[src/rtl/dsm31_pkg.sv]
package dsm31_pkg;

  typedef enum logic {PH_DIRECT = 1'b0, PH_INVERT = 1'b1} phase_e;

  // circular add for a pointer kept below m (b never exceeds m)
  function automatic int wrap_sum(input int a, input int b, input int m);
    int s;
    s = a + b;
    return (s >= m) ? s - m : s;
  endfunction

endpackage

[src/rtl/dsm31_hold.sv]
module dsm31_hold #(
  parameter int DATA_W = 24
) (
  input  logic              clk,
  input  logic              rst_n,
  input  logic              load,
  input  logic [DATA_W-1:0] din,
  output logic [DATA_W-1:0] dout
);

  always_ff @(posedge clk) begin
    if (!rst_n)    dout <= '0;
    else if (load) dout <= din;
  end

endmodule

[src/rtl/dsm31_loop.sv]
module dsm31_loop #(
  parameter int DATA_W   = 24,
  parameter int HALF_LVL = 15,
  parameter dsm31_pkg::phase_e PHASE = dsm31_pkg::PH_DIRECT,
  localparam int LVL_W   = $clog2(HALF_LVL + 1) + 1
) (
  input  logic                    clk,
  input  logic                    rst_n,
  input  logic                    tick,
  input  logic [DATA_W-1:0]       sample,
  output logic signed [LVL_W-1:0] q_now,
  output logic signed [LVL_W-1:0] lvl_q
);

  localparam int ACC_W = DATA_W + 4;
  localparam int SH    = DATA_W - 1 - $clog2(HALF_LVL + 1);
  localparam logic signed [ACC_W-1:0] RND  = ACC_W'(1) <<< (SH - 1);
  localparam logic signed [ACC_W-1:0] QMAX = ACC_W'(HALF_LVL);

  logic signed [ACC_W-1:0] e1_q, e2_q, e3_q;
  logic signed [ACC_W-1:0] x_in, x_sc, fb, v, q_raw, q_full, e_new;

  function automatic logic signed [ACC_W-1:0] fb_calc(
    input logic signed [ACC_W-1:0] a, input logic signed [ACC_W-1:0] b,
    input logic signed [ACC_W-1:0] c);
    return ((a <<< 1) + a) - ((b <<< 1) + b) + c;
  endfunction

  function automatic logic signed [LVL_W-1:0] clamp_lvl(
    input logic signed [ACC_W-1:0] r);
    logic signed [ACC_W-1:0] t;
    t = r;
    if (t > QMAX)       t = QMAX;
    else if (t < -QMAX) t = -QMAX;
    return t[LVL_W-1:0];
  endfunction

  generate
    if (PHASE == dsm31_pkg::PH_INVERT) begin : g_inv
      assign x_in = -ACC_W'($signed(sample));
    end else begin : g_dir
      assign x_in = ACC_W'($signed(sample));
    end
  endgenerate

  always_comb begin
    x_sc   = x_in >>> 1;
    fb     = fb_calc(e1_q, e2_q, e3_q);
    v      = x_sc - fb;
    q_raw  = (v + RND) >>> SH;
    q_now  = clamp_lvl(q_raw);
    q_full = ACC_W'(q_now);
    e_new  = (q_full <<< SH) - v;
  end

  always_ff @(posedge clk) begin
    if (!rst_n) begin
      e1_q  <= '0;
      e2_q  <= '0;
      e3_q  <= '0;
      lvl_q <= '0;
    end else if (tick) begin
      e1_q  <= e_new;
      e2_q  <= e1_q;
      e3_q  <= e2_q;
      lvl_q <= q_now;
    end
  end

  // input scaling keeps the quantiser out of clipping for every sample
  p_no_clip_r8: assert property (@(posedge clk) disable iff (!rst_n)
    tick |-> (q_raw <= QMAX && q_raw >= -QMAX));

  // rounding error never exceeds half a step
  p_no_overflow_r4: assert property (@(posedge clk) disable iff (!rst_n)
    tick |-> (e_new <= RND && e_new >= -RND));

  // idle cycles leave the loop untouched
  p_hold_state_r10: assert property (@(posedge clk) disable iff (!rst_n)
    !tick |=> ($stable(lvl_q) && $stable(e1_q) && $stable(e3_q)));

endmodule

[src/rtl/dsm31_dem.sv]
module dsm31_dem #(
  parameter int HALF_LVL = 15,
  localparam int ELEMS   = 2 * HALF_LVL,
  localparam int LVL_W   = $clog2(HALF_LVL + 1) + 1,
  localparam int PTR_W   = $clog2(ELEMS)
) (
  input  logic                    clk,
  input  logic                    rst_n,
  input  logic                    tick,
  input  logic signed [LVL_W-1:0] lvl,
  output logic [ELEMS-1:0]        elem_q
);

  logic [PTR_W-1:0] ptr_q, ptr_next;
  logic [ELEMS-1:0] mask;
  int               cnt;

  assign cnt      = int'(lvl) + HALF_LVL;
  assign ptr_next = PTR_W'(dsm31_pkg::wrap_sum(int'(ptr_q), cnt, ELEMS));

  for (genvar i = 0; i < ELEMS; i++) begin : g_el
    always_comb begin
      int d;
      d = i - int'(ptr_q);
      if (d < 0) d = d + ELEMS;
      mask[i] = (d < cnt);
    end
  end

  always_ff @(posedge clk) begin
    if (!rst_n) begin
      ptr_q  <= '0;
      elem_q <= '0;
    end else if (tick) begin
      ptr_q  <= ptr_next;
      elem_q <= mask;
    end
  end

  p_ptr_range_r7: assert property (@(posedge clk) disable iff (!rst_n)
    int'(ptr_q) < ELEMS);

  // the run of active elements begins at the old pointer
  p_run_start_r7: assert property (@(posedge clk) disable iff (!rst_n)
    (tick && cnt != 0) |=> elem_q[$past(ptr_q)]);

endmodule

[src/rtl/dsm31_pair.sv]
module dsm31_pair #(
  parameter int DATA_W   = 24,
  parameter int HALF_LVL = 15,
  localparam int LVL_W   = $clog2(HALF_LVL + 1) + 1,
  localparam int ELEMS   = 2 * HALF_LVL
) (
  input  logic                    clk,
  input  logic                    rst_n,
  input  logic                    smp_load,
  input  logic [DATA_W-1:0]       smp_data,
  input  logic                    ns_tick,
  output logic                    out_strobe,
  output logic signed [LVL_W-1:0] lvl_pos,
  output logic signed [LVL_W-1:0] lvl_neg,
  output logic [ELEMS-1:0]        elem_pos,
  output logic [ELEMS-1:0]        elem_neg
);

  logic [DATA_W-1:0]       held;
  logic signed [LVL_W-1:0] q_now [2];
  logic signed [LVL_W-1:0] lvl_arr [2];
  logic [ELEMS-1:0]        elem_arr [2];

  dsm31_hold #(.DATA_W(DATA_W)) u_hold (
    .clk(clk), .rst_n(rst_n), .load(smp_load), .din(smp_data), .dout(held)
  );

  for (genvar c = 0; c < 2; c++) begin : g_ch
    dsm31_loop #(
      .DATA_W(DATA_W), .HALF_LVL(HALF_LVL),
      .PHASE(c == 0 ? dsm31_pkg::PH_DIRECT : dsm31_pkg::PH_INVERT)
    ) u_loop (
      .clk(clk), .rst_n(rst_n), .tick(ns_tick), .sample(held),
      .q_now(q_now[c]), .lvl_q(lvl_arr[c])
    );
    dsm31_dem #(.HALF_LVL(HALF_LVL)) u_dem (
      .clk(clk), .rst_n(rst_n), .tick(ns_tick), .lvl(q_now[c]),
      .elem_q(elem_arr[c])
    );
  end

  always_ff @(posedge clk) begin
    if (!rst_n) out_strobe <= 1'b0;
    else        out_strobe <= ns_tick;
  end

  assign lvl_pos  = lvl_arr[0];
  assign lvl_neg  = lvl_arr[1];
  assign elem_pos = elem_arr[0];
  assign elem_neg = elem_arr[1];

  p_strobe_r2: assert property (@(posedge clk) disable iff (!rst_n)
    ns_tick |=> out_strobe);
  p_quiet_r2: assert property (@(posedge clk) disable iff (!rst_n)
    !ns_tick |=> !out_strobe);

  // element counts follow the levels in both channels
  p_count_r6: assert property (@(posedge clk) disable iff (!rst_n)
    out_strobe |-> ($countones(elem_pos) == int'(lvl_pos) + HALF_LVL &&
                    $countones(elem_neg) == int'(lvl_neg) + HALF_LVL));

endmodule

[config.mk]
export PLATFORM = sky130hd
export DESIGN_NAME = dsm31_pair
export DESIGN_NICKNAME = d
export VERILOG_FILES = /design/src/rtl/dsm31_pkg.sv /design/src/rtl/dsm31_hold.sv /design/src/rtl/dsm31_loop.sv /design/src/rtl/dsm31_dem.sv /design/src/rtl/dsm31_pair.sv
export SDC_FILE = /design/constraint.sdc
export NUM_CORES = 2
export LEC_CHECK = 0
export BUFFER_PORTS_ARGS = -buffer_cell sky130_fd_sc_hd__clkbuf_2
export CORE_MARGIN = 2
export CORE_UTILIZATION = 32
export DETAILED_ROUTE_END_ITERATION = 6
export GPL_TIMING_DRIVEN = 0
export HOLD_SLACK_MARGIN = 0.15
export PLACE_DENSITY = 0.53
export SLEW_MARGIN = 20
export SYNTH_ARGS = -nofsm -noshare
export SYNTH_HDL_FRONTEND = slang
export SYNTH_HIERARCHICAL = 1
export SYNTH_SLANG_ARGS = --single-unit
[constraint.sdc]
create_clock -name clk -period 12.55 [get_ports clk]
set_input_delay 0 -clock clk [delete_from_list [all_inputs] [get_ports clk]]
set_output_delay 0 -clock clk [all_outputs]
set_load 0.05 [all_outputs]
==> out/summary.json <==
{
  "timing_max_transition_violations_final": {"value": 0},
  "ys_seq_area_share": {"value": 15.1, "unit": "%"},
  "cts_resized": {"value": 0},
  "critical_path_class": {"value": "reg -> reg"},
  "worstPathMaxFanout": {"value": 10},
  "number_of_enable_type_register_cells_in_the_synthesized_netlist": {"value": 0},
  "finalWorstPathRequiredPeriod": {"value": 11170, "unit": "ps"},
  "numCtsBuffers": {"value": 40},
  "syn_inst": {"value": 4344},
  "final_hold_viol_count": {"value": 0},
  "dp.cells": {"value": 5948},
  "syn_area": {"value": 0.0361, "unit": "sq mm"},
  "synth.yosys.warnings": {"value": 6},
  "yosysUniqueCellTypes": {"value": 125},
  "finClkSkew": {"value": 34.9, "unit": "ps"},
  "worst_setup_hold_path_clk_slew": {"value": 60, "unit": "ps"},
  "antenna_left": {"value": 0},
  "drive_above_1_share": {"value": 7.32, "unit": "%"},
  "tightest_slew": {"value": 1100, "unit": "ps"},
  "grt_pass1_wl": {"value": 170, "unit": "mm"},
  "clkLatencyLatePin": {"value": 630, "unit": "ps"},
  "design.portCount": {"value": 99},
  "synth.ff_latch_count": {"value": 273},
  "nNetsFinal": {"value": 5285},
  "synth_flop_cell": {"value": "dfxtp_1"},
  "timing.critical_path.slowest_cell_delay": {"value": 570, "unit": "ps"},
  "grt-ovfl-total": {"value": 0},
  "critPathBufInv": {"value": 6},
  "critical_path_required": {"value": 13000, "unit": "ps"},
  "vias_per_std_cell": {"value": 5.02},
  "postCtsHoldBufs": {"value": 56},
  "crit_path_max_delay_cell_type": {"value": "clkbuf_1"},
  "die_width": {"value": 340, "unit": "um"},
  "setup_violations": {"value": 0},
  "cap_viol_max_count": {"value": 0},
  "globalplace.congestion": {"value": 0.884},
  "most_frequent_cells_in_the_layout": {"value": "ha_1 (499), inv_1 (472), nor2_1 (339)"},
  "dpl.hpwl": {"value": 80.9, "unit": "mm"},
  "critical_path.endpoint_type": {"value": "flop"},
  "core-area": {"value": 0.112, "unit": "sq mm"},
  "final.fill_count": {"value": 11600},
  "layout-area-overhead-vs-synth": {"value": 12.2, "unit": "%"},
  "ctsHtreeMaxLevel": {"value": 2},
  "synthesized_nets": {"value": 5083},
  "initial_utilization": {"value": 32.2, "unit": "%"},
  "layout_worst_path_cycle_share": {"value": 89.0, "unit": "%"},
  "placement_rows": {"value": 123},
  "final_common_cell": {"value": "ha_1"},
  "dieHeight": {"value": 340, "unit": "um"},
  "full_die_area": {"value": 0.116, "unit": "sq mm"},
  "io_buffers": {"value": 97},
  "final_design_area_no_fill": {"value": 0.0405, "unit": "sq mm"},
  "result_of_the_run": {"value": "complete, no violations"},
  "avgRoutedWirePerCell": {"value": 17.6, "unit": "um"},
  "hold_path_class": {"value": "in -> reg"},
  "worst_slew_margin_rel": {"value": 26.7, "unit": "%"},
  "cts_max_path_buffers": {"value": 3},
  "finalNonFillerCells": {"value": 6076},
  "drt_drc_violations_left": {"value": 0},
  "totalNegativeSetupSlack": {"value": 0, "unit": "ps"},
  "syn_area_per_cell": {"value": 8.32, "unit": "sq um"},
  "clock_sink_count": {"value": 273},
  "multiInputGateArea": {"value": 0.0281, "unit": "sq mm"},
  "grt_setup_unrepaired": {"value": "no"},
  "drt-total-wl": {"value": 107, "unit": "mm"},
  "synthArstFlopShare": {"value": 0, "unit": "%"},
  "fmaxAchievable": {"value": 0.0895, "unit": "GHz"},
  "antenna_violations_before_repair": {"value": 3},
  "grt.total_usage": {"value": 18.4, "unit": "%"},
  "area.sequential": {"value": 0.00547, "unit": "sq mm"},
  "placement.cell_area": {"value": 0.0387, "unit": "sq mm"},
  "clockRootBuffer": {"value": "clkbuf_16"},
  "crit_family": {"value": "simple AND/OR/NAND/NOR gates"},
  "drt-initial-drc-count": {"value": 1558},
  "postCtsSetupRepairBufs": {"value": 0},
  "number_of_vias_in_the_routed_layout": {"value": 30500},
  "cp-start-kind": {"value": "flop"},
  "initial_drt_pass_iterations": {"value": 5},
  "vias_in_the_first_global_route": {"value": 30000},
  "grt_start_max_net_pins": {"value": 61},
  "arrival": {"value": 11610, "unit": "ps"},
  "cts_tree": {"value": "built"}
}
-- area by class of cell --
class / instances / area share, %
Clock inverter: 17 / 0.546
Tap cell: 1500 / 4.63
Multi-Input combinational cell: 3415 / 69.3
Timing Repair Buffer: 160 / 3.02
Buffer: 167 / 1.85
Antenna cell: 1 / 0.00617
Sequential cell: 273 / 13.5
Inverter: 489 / 4.54
Clock buffer: 54 / 2.65
-- layer usage --
metal / wire (um) / track usage (%) / vias up / share of wire (%)
met4: 2910 / 5.22 / 0 / 2.7
met1: 51300 / 25.2 / 14600 / 48
met3: 3860 / 1.98 / 149 / 3.6
met5: 0 / 0 / - / 0
li1: - / - / 15200 / -
met2: 48900 / 30.5 / 536 / 46
-- flip-flops by register name, indices dropped and copies added (netlist names) --
| register | flops |
|---|---|
| g_ch.u_loop/e2_q | 56 |
| g_ch.u_loop/e1_q | 56 |
| out_strobe | 1 |
| g_ch.u_dem/elem_q | 60 |
| u_hold/dout | 24 |
| g_ch.u_loop/lvl_q | 10 |
| g_ch.u_loop/e3_q | 56 |
| g_ch.u_dem/ptr_q | 10 |
-- through the flow --
stage	util [%]	worst slack [ps]	hold slack, ps
CTS	36.1	1360	250
global route	36.1	670	298
floorplan	-	3130	122
global placement	34.3	1420	259
detailed placement	34.5	1440	267
finish	36.1	1380	308
-- tightest hold or removal path, cell delays in order --
cell	delay [ps]
clkbuf_2	550
o21ai_0	260
a21oi_1	50
-- worst paths after layout --
path | start | end | slack (ps) | cells past startpoint
hold reg to reg | g_ch[0].u_loop/e3_q[7] | g_ch[0].u_loop/e3_q[7] | 490 | 2
hold / removal | rst_n | g_ch[0].u_loop/lvl_q[2] | 310 | 3
setup / recovery | u_hold/dout[14] | g_ch[1].u_dem/ptr_q[2] | 1380 | 35
setup reg to reg | u_hold/dout[14] | g_ch[1].u_dem/ptr_q[2] | 1380 | 35
-- cell usage after synthesis, types with 47 or more instances --
cell | n | area share [%]
o21ai_1 | 50 | 0.69
nor2b_1 | 254 | 4.4
xor2_1 | 95 | 2.3
nor3_1 | 84 | 1.2
nor2_1 | 339 | 3.5
a21oi_1 | 237 | 3.3
a31oi_1 | 66 | 1.1
fa_1 | 210 | 12
nand2_1 | 235 | 2.4
o21ai_0 | 185 | 2.6
ha_1 | 501 | 17
inv_1 | 478 | 5.0
dfxtp_1 | 273 | 15
clkbuf_1 | 97 | 1.0
mux2i_1 | 192 | 5.3
o21a_1 | 195 | 4.1
nand3_1 | 47 | 0.65
xnor2_1 | 244 | 5.9
-- kinds of logic (layout without fill, tap and decap cells) --
logic type	after synthesis	after routing	synth area share, %
AOI/OAI and AO/OA	947	947	17.2
xor gates and xnor gates	348	348	8.62
other	2	3	0.0208
and+or+nand+nor	1211	1211	17.4
DFF	273	273	15.1
buffers and inverters	656	887	7.16
adders and majority gates	711	711	29.0
muxes	196	196	5.44
Power is not shown: default switching activity piles up to over one toggle a cycle in this logic, so the estimate is an artifact.
